<file path="src/rtl/pb_pkg.sv">
// Package: shared constants and helpers for the pulse burst generator.
// Assumes byte offsets fit in the bus address width used by the top.
package pb_pkg;
    localparam logic [7:0] OFS_COUNT  = 8'h08;
    localparam logic [7:0] OFS_STATUS = 8'h0C;

    // Width of a half-period counter able to hold the largest (D-1).
    function automatic int half_w(input int ratio_w);
        return (1 << ratio_w) - 1;
    endfunction
endpackage

</file>
<file path="src/rtl/pb_regif.sv">
// Register decode: turns bus writes into start/clear requests and
// multiplexes read data. Assumes writes are single-cycle qualified by wr.
module pb_regif #(
    parameter int ADDR_W = 4,
    parameter int DATA_W = 32,
    parameter int CNT_W  = 16
) (
    input  logic              wr,
    input  logic [ADDR_W-1:0] addr,
    input  logic [DATA_W-1:0] wdata,
    input  logic [CNT_W-1:0]  remaining,
    input  logic              done,
    output logic              wr_count,
    output logic              wr_clear,
    output logic [CNT_W-1:0]  count_val,
    output logic [DATA_W-1:0] rdata
);
    import pb_pkg::*;

    localparam logic [ADDR_W-1:0] A_COUNT  = ADDR_W'(OFS_COUNT);
    localparam logic [ADDR_W-1:0] A_STATUS = ADDR_W'(OFS_STATUS);

    // Write decode for the two registers.
    always_comb begin
        wr_count  = wr && (addr == A_COUNT);
        wr_clear  = wr && (addr == A_STATUS) && wdata[0];
        count_val = wdata[CNT_W-1:0];
    end

    // Read multiplexer.
    always_comb begin
        rdata = '0;
        if (addr == A_COUNT)
            rdata = DATA_W'(remaining);
        else if (addr == A_STATUS)
            rdata = DATA_W'(done);
    end
endmodule

</file>
<file path="src/rtl/pb_pacer.sv">
// Pacer: produces the high/low halves of each pulse at the captured
// divide ratio and flags the end of each pulse period.
// Assumes 'run' stays high from start until the last period ends.
module pb_pacer #(
    parameter int RATIO_W = 2
) (
    input  logic               clk,
    input  logic               rst_n,
    input  logic               start,
    input  logic               run,
    input  logic               last,
    input  logic [RATIO_W-1:0] ratio,
    output logic               level,
    output logic               period_end
);
    localparam int HW = pb_pkg::half_w(RATIO_W);

    logic [RATIO_W-1:0] ratio_q;
    logic [HW-1:0]      phase;

    // Reload value for a half period of the given ratio code.
    function automatic logic [HW-1:0] half_len(input logic [RATIO_W-1:0] r);
        return HW'((1 << r) - 1);
    endfunction

    // End of a full period: low half with its counter at zero.
    always_comb period_end = run && !level && (phase == '0);

    // Half-period counter and output level.
    always_ff @(posedge clk) begin
        if (!rst_n) begin
            level   <= 1'b0;
            phase   <= '0;
            ratio_q <= '0;
        end else if (start) begin
            level   <= 1'b1;
            phase   <= half_len(ratio);
            ratio_q <= ratio;
        end else if (run) begin
            if (phase != '0) begin
                phase <= phase - 1'b1;
            end else if (level) begin
                level <= 1'b0;
                phase <= half_len(ratio_q);
            end else if (!last) begin
                level <= 1'b1;
                phase <= half_len(ratio_q);
            end
        end
    end
endmodule

</file>
<file path="src/rtl/pb_counter.sv">
// Burst counter: tracks remaining pulses, the active state, the sticky
// done flag and the completion strobe. Assumes period_end only while active.
module pb_counter #(
    parameter int CNT_W = 16
) (
    input  logic             clk,
    input  logic             rst_n,
    input  logic             wr_count,
    input  logic [CNT_W-1:0] count_val,
    input  logic             wr_clear,
    input  logic             period_end,
    output logic             start,
    output logic             active,
    output logic             last,
    output logic [CNT_W-1:0] remaining,
    output logic             done,
    output logic             strobe
);
    logic finish;

    // Start and finish conditions.
    always_comb begin
        start  = wr_count && !active && (count_val != '0);
        last   = (remaining == CNT_W'(1));
        finish = (wr_count && !active && (count_val == '0)) ||
                 (period_end && last);
    end

    // Remaining count and active state.
    always_ff @(posedge clk) begin
        if (!rst_n) begin
            active    <= 1'b0;
            remaining <= '0;
        end else if (start) begin
            active    <= 1'b1;
            remaining <= count_val;
        end else if (period_end) begin
            remaining <= remaining - 1'b1;
            if (last)
                active <= 1'b0;
        end
    end

    // Sticky done flag (set wins over clear) and one-cycle strobe.
    always_ff @(posedge clk) begin
        if (!rst_n) begin
            done   <= 1'b0;
            strobe <= 1'b0;
        end else begin
            strobe <= finish;
            if (finish)
                done <= 1'b1;
            else if (start || wr_clear)
                done <= 1'b0;
        end
    end
endmodule

</file>
<file path="src/rtl/pulse_burst_gen.sv">
// Top: register-programmed counted pulse burst generator. A count write
// launches the burst; completion sets a write-one-to-clear flag and strobe.
// Assumes one bus write per cycle at most.
module pulse_burst_gen #(
    parameter int ADDR_W  = 4,
    parameter int DATA_W  = 32,
    parameter int CNT_W   = 16,
    parameter int RATIO_W = 2
) (
    input  logic               clk,
    input  logic               rst_n,
    input  logic               bus_wr,
    input  logic [ADDR_W-1:0]  bus_addr,
    input  logic [DATA_W-1:0]  bus_wdata,
    output logic [DATA_W-1:0]  bus_rdata,
    input  logic [RATIO_W-1:0] ratio_sel,
    output logic               pulse_out,
    output logic               done_strobe
);
    logic             wr_count, wr_clear, start, active, last, period_end, done;
    logic [CNT_W-1:0] count_val, remaining;

    pb_regif #(.ADDR_W(ADDR_W), .DATA_W(DATA_W), .CNT_W(CNT_W)) u_regif (
        .wr(bus_wr), .addr(bus_addr), .wdata(bus_wdata),
        .remaining(remaining), .done(done),
        .wr_count(wr_count), .wr_clear(wr_clear),
        .count_val(count_val), .rdata(bus_rdata)
    );

    pb_counter #(.CNT_W(CNT_W)) u_counter (
        .clk(clk), .rst_n(rst_n),
        .wr_count(wr_count), .count_val(count_val), .wr_clear(wr_clear),
        .period_end(period_end),
        .start(start), .active(active), .last(last),
        .remaining(remaining), .done(done), .strobe(done_strobe)
    );

    pb_pacer #(.RATIO_W(RATIO_W)) u_pacer (
        .clk(clk), .rst_n(rst_n),
        .start(start), .run(active), .last(last), .ratio(ratio_sel),
        .level(pulse_out), .period_end(period_end)
    );
endmodule

</file>
<file path="config.mk">
export PLATFORM = sky130hd
export DESIGN_NAME = pulse_burst_gen
export DESIGN_NICKNAME = d
export VERILOG_FILES = /design/src/rtl/pb_pkg.sv /design/src/rtl/pb_regif.sv /design/src/rtl/pb_pacer.sv /design/src/rtl/pb_counter.sv /design/src/rtl/pulse_burst_gen.sv
export SDC_FILE = /design/constraint.sdc
export NUM_CORES = 1
export LEC_CHECK = 0
export BUFFER_PORTS_ARGS = -buffer_cell sky130_fd_sc_hd__buf_2
export CAP_MARGIN = 15
export CORE_MARGIN = 4
export CORE_UTILIZATION = 40
export DETAILED_ROUTE_END_ITERATION = 6
export PLACE_DENSITY_LB_ADDON = 0.05
export SLEW_MARGIN = 20
export SYNTH_ARGS = -nofsm -noshare
export SYNTH_HDL_FRONTEND = slang
export SYNTH_SLANG_ARGS = --single-unit
</file>
<file path="constraint.sdc">
create_clock -name clk -period 2 [get_ports clk]
set_input_delay 0.4 -clock clk [delete_from_list [all_inputs] [get_ports clk]]
set_output_delay 0.4 -clock clk [all_outputs]
set_load 0.02 [all_outputs]
</file>
Word-level counts from Yosys, hierarchy flattened
Cells that the tools add are included.
Widths: inputs -> output; s select.

cells by class
  shift operators = 2
  equality and inequality tests = 5
  mux-type cells = 19
  add/subtract/negate cells = 4
  reductions and logical operators = 24

operators with widths
  cell                   number
  $mux 16                2
  $mux 32                1
  $eq 16x1->1 const B    1
  $logic_not 16->1       1
  $reduce_bool 16->1     1
  $sub 16x1->16 const B  1
  $mux 3                 5
  $mux 1                 11
  $logic_and 1x1->1      9
  $eq 4x4->1 const B     2
  $reduce_bool 2->1      4
  $reduce_and 2->1       3
  $shl 1x2->3 const A    2
  $sub 3x2->3 const B    2
  $ne 4x4->1 const B     1
  $logic_not 3->1        1
  $reduce_bool 3->1      1
  $sub 3x1->3 const B    1
  $logic_not 1->1        2
  $logic_or 1x1->1       2
  $ne 2x2->1 const B     1

word-level totals
  word-level logic and storage cells = 61
  flip-flop bits (word level) = 25
  input bits = 41
  output and inout port bits = 34

Depth between registers and ports, before layout
  depth in word-level cells = 7
  gate-level depth with buffers = 8
  depth with buffers taken out = 7

By module
Synthesis repeated with hierarchy kept, for this count alone.

unflattened totals
  cells, all modules = 221
  area, all modules = 1898.1 sq um

by module, submodules not included
  module      cells an instance  seq. area each (sq um)  times used  area an instance (sq um)
  pb_counter  121                380.4                   1           1088.5
  pb_regif    55                 0.0                     1           426.7
  pb_pacer    45                 120.1                   1           382.9

Least setup slack after synthesis
Ideal clock, no wire load.

  path kind = reg2reg
  start point = register u_pacer.phase[0]
  end point = register u_counter.remaining[15]
  buffers on the path = 1
  period minus slack after synthesis = 2.004 ns
  required time = 1.933 ns
  setup slack = -0.004 ns
  library setup time = 0.067 ns
  arrival time = 1.936 ns
  stages on the path, launching flop included = 9
  cells stage by stage = dfxtp_1 -> inv_1 -> ha_1 -> nor4bb_1 -> clkbuf_1 -> nand3_1 -> or4_1 -> a2bb2oi_1 -> a21oi_2

between the ends
  cells in the longest elaborated chain, start to end = 3

ends and longest elaborated chain
  item                         RTL line          text
  start: declaration           pb_pacer.sv:19    logic [HW-1:0] phase;
  start signal: assignment     pb_pacer.sv:37    phase <= half_len(ratio);
  start signal: assignment     pb_pacer.sv:41    phase <= phase - 1'b1;
  start signal: assignment     pb_pacer.sv:44    phase <= half_len(ratio_q);
  $logic_not 3->1              pb_pacer.sv:27    always_comb period_end = run && !level && (phase == '0);
  $logic_and 1x1->1            pb_pacer.sv:27
  $reduce_bool 2->1 (no line)  -
  end signal: assignment       pb_counter.sv:36  remaining <= count_val;
  end signal: assignment       pb_counter.sv:38  remaining <= remaining - 1'b1;
  end: declaration             pb_counter.sv:15  output logic [CNT_W-1:0] remaining,

Every way passes these cells.
A chain may end at the register's enable or synchronous reset.

Worst setup path in the final report
  start point = register u_counter.remaining[10]
  end point = register u_counter.remaining[15]

between the ends
  cells in the longest elaborated chain, start to end = 3

ends and longest elaborated chain
  item           RTL line          text
  $sub 16x1->16  pb_counter.sv:38
  $mux 16        pb_counter.sv:37  end else if (period_end) begin
  $mux 16        pb_counter.sv:34  end else if (start) begin

Every way passes these cells. The select of a mux whose other input is x is not followed.

==> flow_summary.toml <==
[yosys]
synthDominantCellAreaShare_pct = 30.9
synth_seq_area_share_pct = 30.9
yosys.area.top_type = "dfxtp_1"
synthesis.area_sq_um = 1620
synth-xor-area-share_pct = 0.541
synth-simple-area-share_pct = 31.0
synth_compound_area_share_pct = 21.5
synth_top_family_by_area = "simple AND/OR/NAND/NOR gates"
yosys_warnings = 0
postSynthCellCount = 209
synthMuxAreaShare_pct = 0.618
synth.avg_cell_area_sq_um = 7.75
ys_ff_latch = 25
yosys.area_share.adder_pct = 3.09
synth.distinct_cells = 43
yosys-top-cells-area = "dfxtp_1, buf_4, and2_1, a21oi_1, a31oi_1"

[layout]
multiInputGateArea_sq_um = 1030
fin_area_sq_um = 2110
layout.cells.most_common_list = "buf_2, buf_4, dfxtp_1"
drive_above_1_share_pct = 33.3
final_core_util_pct = 55.5
final_common_cell = "buf_2"
synthToLayoutAreaGrowth_pct = 30.0
fillers = 384
fin_cells = 321
layout.nets = 319
regArea_sq_um = 503
antenna-diode-count = 0

[floorplan]
num_io_pins = 75
dieArea_sq_um = 5130
dieWidth_microns = 71.6
core_area_sq_um = 3800
fp-row-count = 22
dieHeight_microns = 71.6
start_util_pct = 42.7

[clocking]
cts_tree = "done"
h-tree-depth = 1
cts_inserted_buffers = 3
clock_latency_ns = 0.27
clk_pin_slew_worst_paths_ns = 0.10
cts_hold_buf = 0
root_buffer = "clkbuf_8"
clockBufferDepth = 2
cts_sinks = 25

[sta]
rsz0062_at_grt = "yes"
finalClockSkew_ns = 0.00784
setup_tns_ns = 0
fmax_mhz = 515
period_share_pct = 97.0
hold_viol_final = 0
post-route-min-period_ns = 1.94
finalSetupViolCount = 0
drv_slew = 0

[route]
drt_iter0_drc = 68
vias = 1653
drc_errors = 0
vias_per_cell = 5.15
totalWireLength_microns = 4470
drt_pass1_iterations = 4
final_antenna_net_count = 0
wl_per_cell_microns = 13.9

[setup_path]
path_common_cell = "or4_4"
worstPathCellList = "or4_4 -> or3_1 -> or4_4 -> a2bb2oi_2 -> a21oi_2"
crit_buf_inv = 0
cpMaxStageDelayCell = "or4_4"
cp_data_required_time_ns = 2.22
worst_ep_arrival_time_ns = 2.16
path_max_fanout = 3
crit_path_max_incr_delay_ns = 0.54
endpoint_kind = "flop"
startpoint_type = "flop"
critical-path-top-delay-family = "simple AND/OR/NAND/NOR gates"
path_class = "reg2reg"

[placement]
placed_cells = 316
dp_hpwl_microns = 3440
placed_cell_area_sq_um = 2000
port_buffers = 42
place.gp.congestion = 0.830

[pwr]
power_density_nw_per_um2 = 506
total_power_uw = 1070
power.leakage_uw = 0.000890
vdd.ir_drop.worst_mv = 0.291

[run_status]
status = "complete, no violations"

[min_path]
min_path_type = "in2reg"

[job]
cap_violations = 0

[global_route]
grt_pass1_vias = 1597
grt_first_pass_wirelength_microns = 7400
grt_util_all_layers_pct = 17.7
grt_antenna_before_repair = 0
grt_overflow_total = 0
grt_max_degree = 22
==> final cells by class <==
type | instances | share of cell area (%)
clock inverters | 1 | 0.238
inverters | 6 | 1.07
flip-flops and latches | 25 | 23.9
multi-input cells | 167 | 49.1
well taps | 48 | 2.85
repair buffers | 71 | 20.9
clock buffers | 3 | 1.96
==> where the power goes <==
part           total, uW  leakage [uW]  internal (uW)  switching [uW]
clock network        308     0.0000255            140             169
registers            531      0.000203            514            17.4
logic                226      0.000661           98.9             128
total               1070      0.000890            752             314
==> metal layers <==
| metal | GRT usage, % | vias up | share of wire, % |
|---|---|---|---|
| li1 | - | 865 | - |
| met1 | 24.0 | 749 | 47 |
| met2 | 29.6 | 37 | 48 |
| met3 | 3.51 | 2 | 4.1 |
| met4 | 2.51 | 0 | 0.27 |
| met5 | 0 | - | 0 |
==> worst register-to-register path, cell delays in order, from the launching register on <==
cell       delay [ns]
dfxtp_2          0.33
or4_4            0.54
or3_1            0.32
or4_4            0.43
a2bb2oi_2        0.15
a21oi_2          0.12
==> timing repair <==
item                                    CTS  global route
pin swaps                                 0             2
gates cloned                              0             0
setup buffers                             1             0
gates resized for setup                   0            11
endpoints found under the setup margin    1            10
==> Yosys cell counts, drive strengths merged <==
cell / n
nand2: 15
nor2b: 3
inv: 6
nor4bb: 1
conb: 1
or4: 2
o22ai: 1
nor4b: 2
o31ai: 1
nor3b: 2
o21ai: 7
and2: 20
nor3: 6
clkbuf: 7
xnor2: 1
a211o: 2
a22oi: 2
ha: 4
buf: 19
a221oi: 1
o211ai: 4
o311ai: 1
mux2i: 1
a31oi: 9
and3: 1
or3: 5
nand2b: 2
a311oi: 2
a32oi: 1
a211oi: 1
o221ai: 1
nor4: 6
nor2: 13
dfxtp: 25
a2bb2oi: 2
nand3: 8
a21oi: 19
nand4: 5
==> flip-flops by register name, summed over array words and instances (netlist names) <==
name                 flops
u_counter.active         1
u_counter.done           1
u_counter.remaining     16
u_counter.strobe         1
u_pacer.level            1
u_pacer.phase            3
u_pacer.ratio_q          2
==> path summary, 6_finish.rpt <==
| kind | startpoint | to | slack, ns | depth (start not counted) |
|---|---|---|---|---|
| max | u_counter.remaining[10] | u_counter.remaining[15] | 0.06 | 5 |
| min | ratio_sel[0] | u_pacer.ratio_q[0] | 0.38 | 3 |
| min reg2reg | u_pacer.phase[1] | u_pacer.phase[1] | 0.48 | 2 |
| max reg2reg | u_counter.remaining[10] | u_counter.remaining[15] | 0.06 | 5 |
==> per-stage QoR <==
| step | hold slack, ns | setup slack (ns) |
|---|---|---|
| final | 0.376 | 0.0597 |
| after global routing | 0.380 | 0.000837 |
| after CTS | 0.374 | 0.0226 |
| after detailed placement | 0.464 | 0.0253 |
| after global placement | 0.465 | 0.0264 |
| after floorplan | 0.448 | 0.0276 |
==> logic make-up after synthesis <==
family                   count (synthesis)
AND/OR/NAND/NOR                         91
buffers and inverters                   32
XOR/XNOR                                 1
AO/OA/AOI/OAI                           54
flip-flops                              25
multiplexers                             1
adder cells (fa/ha/maj)                  4
other                                    1
No activity file was read; power rests on OpenSTA's default activity.
